`src/rtl/ramp_adc_ctrl.sv`:
```
module ramp_adc_ctrl #(
  parameter int SYNC_STAGES = 2
) (
  input  logic       clk,
  input  logic       rst_n,
  input  logic       trig_n,
  input  logic       tick,
  input  logic       cmp,
  output logic       ramp_hold,
  output logic [3:0] res_tens,
  output logic [3:0] res_units,
  output logic       res_ovf,
  output logic       busy
);

  typedef enum logic [1:0] {IDLE, CLEAR, ARM, RUN} state_t;

  state_t               state;
  logic [SYNC_STAGES:0] trig_sh, cmp_sh;
  logic [3:0]           cnt_tens, cnt_units;
  logic                 cnt_ovf;

  always_ff @(posedge clk or negedge rst_n) begin
    if (!rst_n) begin
      trig_sh <= '1;
      cmp_sh  <= '1;
    end else begin
      trig_sh <= {trig_sh[SYNC_STAGES-1:0], trig_n};
      cmp_sh  <= {cmp_sh[SYNC_STAGES-1:0], cmp};
    end
  end

  wire trig_fall = trig_sh[SYNC_STAGES] & ~trig_sh[SYNC_STAGES-1];
  wire cmp_fall  = cmp_sh[SYNC_STAGES]  & ~cmp_sh[SYNC_STAGES-1];
  wire at_max    = (cnt_tens == 4'd9) && (cnt_units == 4'd9);

  always_ff @(posedge clk or negedge rst_n) begin
    if (!rst_n) begin
      state     <= IDLE;
      cnt_tens  <= '0;
      cnt_units <= '0;
      cnt_ovf   <= 1'b0;
      res_tens  <= '0;
      res_units <= '0;
      res_ovf   <= 1'b0;
    end else begin
      case (state)
        IDLE:  if (trig_fall) state <= CLEAR;
        CLEAR: begin
          cnt_tens  <= '0;
          cnt_units <= '0;
          cnt_ovf   <= 1'b0;
          state     <= ARM;
        end
        ARM:   state <= RUN;
        RUN: begin
          if (cmp_fall) begin
            state     <= IDLE;
            res_tens  <= cnt_tens;
            res_units <= cnt_units;
            res_ovf   <= cnt_ovf;
          end else if (tick) begin
            if (at_max) cnt_ovf <= 1'b1;
            else if (cnt_units == 4'd9) begin
              cnt_units <= '0;
              cnt_tens  <= cnt_tens + 4'd1;
            end else cnt_units <= cnt_units + 4'd1;
          end
        end
        default: state <= IDLE;
      endcase
    end
  end

  assign busy      = (state != IDLE);
  assign ramp_hold = (state != RUN);

  AST_HOLD_AT_START: assert property (@(posedge clk) disable iff (!rst_n)
    $rose(busy) |-> ramp_hold);
  AST_CLEAR_BEFORE_RUN: assert property (@(posedge clk) disable iff (!rst_n)
    (state == ARM) |=> (cnt_tens == 4'd0 && cnt_units == 4'd0 && !cnt_ovf));
  AST_DIGITS_BCD: assert property (@(posedge clk) disable iff (!rst_n)
    (cnt_units <= 4'd9) && (cnt_tens <= 4'd9));
  AST_STOP_LATCHES: assert property (@(posedge clk) disable iff (!rst_n)
    (state == RUN && cmp_fall) |=> (!busy && res_tens == $past(cnt_tens)
                                    && res_units == $past(cnt_units)));
  AST_SAT_HOLDS: assert property (@(posedge clk) disable iff (!rst_n)
    (state == RUN && at_max && !cmp_fall) |=> (cnt_tens == 4'd9 && cnt_units == 4'd9));
  AST_TRIG_IGNORED: assert property (@(posedge clk) disable iff (!rst_n)
    (state == RUN && trig_fall && !cmp_fall) |=> (state == RUN));
  AST_RES_STABLE: assert property (@(posedge clk) disable iff (!rst_n)
    ($past(busy) && busy) |-> ($stable(res_tens) && $stable(res_units) && $stable(res_ovf)));

endmodule

```
`config.mk`:
```
export PLATFORM = sky130hd
export DESIGN_NAME = ramp_adc_ctrl
export DESIGN_NICKNAME = d
export VERILOG_FILES = /design/src/rtl/ramp_adc_ctrl.sv
export SDC_FILE = /design/constraint.sdc
export NUM_CORES = 1
export LEC_CHECK = 0
export BUFFER_PORTS_ARGS = -buffer_cell sky130_fd_sc_hd__buf_4
export CAP_MARGIN = 20
export CELL_PAD_IN_SITES_DETAIL_PLACEMENT = 2
export CELL_PAD_IN_SITES_GLOBAL_PLACEMENT = 2
export CORE_MARGIN = 4
export CORE_UTILIZATION = 35
export DETAILED_ROUTE_END_ITERATION = 10
export PLACE_DENSITY_LB_ADDON = 0.1
export SYNTH_ARGS = -nofsm -noshare
export SYNTH_HDL_FRONTEND = slang
export SYNTH_SLANG_ARGS = --single-unit
```
`constraint.sdc`:
```
create_clock -name clk -period 2.2 [get_ports clk]
set_input_delay 0.33 -clock clk [delete_from_list [all_inputs] [get_ports clk]]
set_output_delay 0.33 -clock clk [all_outputs]
set_load 0.02 [all_outputs]
```
# [Word level (Yosys, flattened, before mapping)]
# Index checks and enable logic that the tools add are counted.
[word_totals] output_inout_bits=11 in_bits=5 register_bits=26 wordCells=54
[op_classes] n_mux=17 n_reduce_logical=9 n_eq_ne=13 n_bitwise=4 n_addsub=2
[ops] operator="4-bit 2-to-1 mux" count=8
[ops] operator="2-bit != test, second input constant" count=8
[ops] operator="4-bit case mux with 2 select lines" count=2
[ops] operator="4-bit by 1-bit adder with 4-bit output, second input constant" count=2
[ops] operator="4-bit == test, second input constant" count=2
[ops] operator="2-bit case mux with 4 select lines" count=1
[ops] operator="4-bit AND reduction" count=2
[ops] operator="5-bit AND reduction" count=1
[ops] operator="2-bit == test, second input constant" count=2
[ops] operator="2-bit 2-to-1 mux" count=2
[ops] operator="2-bit AND reduction" count=2
[ops] operator="2-bit nonzero test" count=2
[ops] operator="1-bit 2-to-1 mux" count=3
[ops] operator="1-bit AND" count=2
[ops] operator="2-bit by 1-bit == test with 1-bit output, second input constant" count=1
[ops] operator="2-bit zero test" count=1
[ops] operator="1-bit NOT" count=2
[ops] operator="1-bit case mux with 2 select lines" count=1
[ops] operator="1-bit logical AND" count=1

# [Depth between registers and ports, before layout]
[depth] depth_word=6 depth_mapped=6 mapped_depth_nobuf=6

# [Worst setup path before layout]
# No wires, ideal clock.
[synth_path] kind="reg2reg" from="reg state[0]" to="reg state[1]" period_less_slack_ns=1.561 t_required_ns=2.075 path_slack_ns=0.639 path_buffers=0 setup_time_ns=0.125 stages_incl_launch_ff=6 arrival_ns=1.437 cell_sequence="dfrtp_1 > ha_1 > inv_1 > nor2_1 > a21oi_1 > mux2_2"
[synth_between] elab_chain_len=3 elab_cells_between_ends=8 classes_between="5 x eq/ne; 1 x mux; 2 x reduce/logical"
[synth_lines] item="from (decl)" line_no="18" rtl="state_t state;"
[synth_lines] item="from (signal assigned)" line_no="39" rtl="state <= IDLE;"
[synth_lines] item="from (signal assigned)" line_no="48" rtl="IDLE: if (trig_fall) state <= CLEAR;"
[synth_lines] item="from (signal assigned)" line_no="53" rtl="state <= ARM;"
[synth_lines] item="2-bit == test or 2-bit zero test (tied branches)" line_no="47" rtl="case (state)"
[synth_lines] item="2-bit != test (no source line)"
[synth_lines] item="2-bit AND reduction (no source line)"
# Parallel ways exist; a longest one is shown, timed or not.
# A chain may end at the register's enable or synchronous reset.

# [Worst setup path in the final report]
[layout_path] from="reg cmp_sh[2]" to="reg res_tens[2]"
[layout_between] elab_chain_len=2
[layout_lines] item="from (decl)" line_no="19" rtl="logic [SYNC_STAGES:0] trig_sh, cmp_sh;"
[layout_lines] item="from (signal assigned)" line_no="29" rtl="cmp_sh <= {cmp_sh[SYNC_STAGES-1:0], cmp};"
[layout_lines] item="1-bit AND" line_no="34" rtl="wire cmp_fall = cmp_sh[SYNC_STAGES] & ~cmp_sh[SYNC_STAGES-1];"
[layout_lines] item="2-bit AND reduction (no source line)"
[layout_lines] item="to (signal assigned)" line_no="59" rtl="res_tens <= cnt_tens;"
[layout_lines] item="to (decl)" line_no="10" rtl="output logic [3:0] res_tens,"
# Every way passes these cells.

==> impl_results.md <==
- Clock Path Buffers: 2
- Bufs and invs on worst path: 0
- Pint: 0.9046 mW
- CTS resizes: 0
- Die X: 66.77 µm
- Io pins: 16
- Netlist cell types: 35
- First-pass GRT wire length: 4077 µm
- Vias per std cell: 4.821
- Unrepaired setup endpoints after global routing: false
- WP data arrival: 2190 ps
- Routed length per instance: 14.31 µm
- Net Count, Synth: 110
- Flops & latches, synth: 26
- Relative slew slack: 0.5682
- Worst skew pair latency: 320 ps
- Worst Hold Class: in2reg
- Filler instances: 356
- Worst EP required: 2420 ps
- Port bufs: 15
- # Max-Cap Violations: 0
- Final setup fails: 0
- Post-Route Skew: 3.325 ps
- Most common cell after layout, fill and taps aside: dfrtp_1
- Startpoint types: register
- VDD IR max: 0.0003872 V
- Critical path type: reg2reg
- CTS root buf: clkbuf_4
- Register Area: 658.1 µm²
- Overflow after GRT: 0
- H-Tree Level Count: 1
- Detailed router's first-iteration violation count: 18
- Setup_tns: 0 ps
- Pleak: 0.7060 nW
- Sequential share of the synthesized area: 0.5445
- Post-DP Area: 0.001374 mm²
- CTS tree: built
- Share of cells above drive strength 1: 0.3448
- Final setup margin: 232.7 ps
- TritonCTS buffer count: 3
- Starting Density: 0.3622
- Ys Warns: 0
- Vias: 781
- Final period util: 0.8942
- Register share of total power: 0.455
- Post-layout net count: 130
- Vias in the first global route: 920
- Sw frac: 0.3531
- Synthesized area per cell: 12.46 µm²
- Slew at the pin with the worst max-slew slack: 646.3 ps
- Ant. Diodes: 0
- Largest net degree at the start of global routing: 27
- Pins Over Slew Limit: 0
- Pre-Repair DR Iteration Count: 3
- Hold Fails Final Rpt: 0
- Post-CTS Setup Inserts: 0
- Chip Height: 66.77 µm
- R2r startpoint: cmp_sh[2]$_DFF_PN1_
- Min cycle time layout: 1967 ps
- F_max: 508.3 MHz
- Cell count after synthesis: 97
- Drt drc: 0
- Crit-path slowest cell: dfstp_2
- Post-Route WL: 2319 µm
- Die area: 0.004458 mm²
- Critical Path Start: cmp_sh[2]$_DFF_PN1_
- Routability cong.: 0.7460
- CORE AREA: 0.003337 mm²
- Overall Global Routing Usage: 0.1202
- P&R area growth vs syn: 17.49%
- Outcome: completed
- Post-Syn Area: 0.001209 mm²
- Critical-path cell list: nor2b_1 -> nand2_1 -> mux2_2
- Logic pwr share: 0.372
- Initial antenna violation count: 0
- Multi-input gate area: 515.5 µm²
- Psw: 0.4937 mW
- Cell Pwr Density: 984.6 mW/mm²
- Clock sinks: 26
- Clk pwr share: 0.174
- Antenna-violating nets left: 0
- CP max FO: 11
- Clock Pin Slew Worst Setup and Hold Paths: 140 ps
- Fin Hold WS: 95.99 ps
- Worst Setup End Kind: register
- Num rows: 21
- DP Worst Slack: 251.2 ps
- CP peak stage delay: 540 ps
- CP top delay family: simple AND/OR/NAND/NOR gates
- Detailed Place HPWL: 1823 µm
- Most frequent cells in the layout: 20 x dfrtp_1, 16 x buf_4, 8 x nand2_1, 8 x mux2_2, 8 x ha_1
- Min-delay src: cmp
- Layout Cell Area excl Fill: 0.001420 mm²
[worst paths after layout]
kind | slack [ps] | depth (start not counted) | endpoint
hold / removal | 100 | 1 | cmp_sh[0]$_DFF_PN1_
hold reg to reg | 370 | 0 | trig_sh[1]$_DFF_PN1_
setup reg to reg | 230 | 3 | res_tens[2]$_DFFE_PN0P_
setup / recovery | 230 | 3 | res_tens[2]$_DFFE_PN0P_
max in group asynchronous | 1470 | 2 | cmp_sh[2]$_DFF_PN1_
min in group asynchronous | 430 | 2 | cnt_units[1]$_DFFE_PN0P_
[metrics by stage]
stage	power, mW	util	instances
6_report	1.398	0.4256	162
5_1_grt	1.507	0.4256	162
4_1_cts	1.427	0.4256	162
3_5_place_dp	1.176	0.4117	157
3_3_place_gp	1.157	0.4117	157
2_1_floorplan	0.9728	-	97
[state kept, by name (all words and copies together) (netlist names)]
signal,cells
cnt_tens,4
cnt_ovf,1
state,2
res_units,4
res_tens,4
cmp_sh,3
trig_sh,3
res_ovf,1
cnt_units,4
[cells in the mapped netlist, drive strengths merged]
master | count | area [µm²]
dfrtp | 20 | 500.5
nand2 | 9 | 36.29
ha | 8 | 100.1
mux2 | 8 | 90.09
dfstp | 6 | 157.7
inv | 6 | 22.52
nor2 | 5 | 21.27
a21oi | 3 | 15.01
mux2i | 3 | 30.03
nor3 | 3 | 20.02
and3b | 2 | 17.52
buf | 2 | 12.51
nand2b | 2 | 12.51
nand3 | 2 | 10.01
nor4 | 2 | 27.53
o21ai | 2 | 10.01
a211o | 1 | 8.760
a21o | 1 | 7.510
a22o | 1 | 8.760
a31o | 1 | 8.760
a31oi | 1 | 6.260
and2b | 1 | 7.510
and3 | 1 | 6.260
and4b | 1 | 10.01
nand3b | 1 | 20.02
nor2b | 1 | 6.260
nor3b | 1 | 7.510
o2bb2ai | 1 | 8.760
o32a | 1 | 10.01
xnor2 | 1 | 8.760
[layout make-up]
class,count,area share
clock buffers,4,0.02555
inverters,6,0.01586
multi-input cells,63,0.3630
flip-flops and latches,26,0.4634
well taps,46,0.04053
repair buffers,17,0.09163
[cell families after synthesis]
group | count (synthesis) | share of synthesized area
flops | 26 | 0.5445
fa+ha+maj | 8 | 0.08282
buf+inv | 8 | 0.02898
compound gates | 12 | 0.06937
mux | 11 | 0.09938
simple gates | 31 | 0.1677
xor+xnor | 1 | 0.007248
[repair_timing]
item | in CTS | in global routing
hold endpoints to repair | 20 | 0
setup endpoints to repair | 0 | 0
hold buffers | 1 | 0
[power groups by stage]
stage / clock (mW) / combinational, mW / sequential [mW]
floorplan: 0 / 0.290 / 0.683
detailed placement: 0 / 0.529 / 0.648
global placement: 0 / 0.514 / 0.643
finish: 0.243 / 0.520 / 0.636
global route: 0.281 / 0.574 / 0.652
CTS: 0.257 / 0.531 / 0.638
[metal layers]
metal / global-route usage / part of all wire / up-vias
met4: 0.03807 / 0.016 / 0
li1: - / - / 371
met3: 0.02024 / 0.041 / 5
met2: 0.2191 / 0.49 / 16
met1: 0.1416 / 0.45 / 389
met5: 0 / 0 / -
No activity file was read; power rests on OpenSTA's default activity.
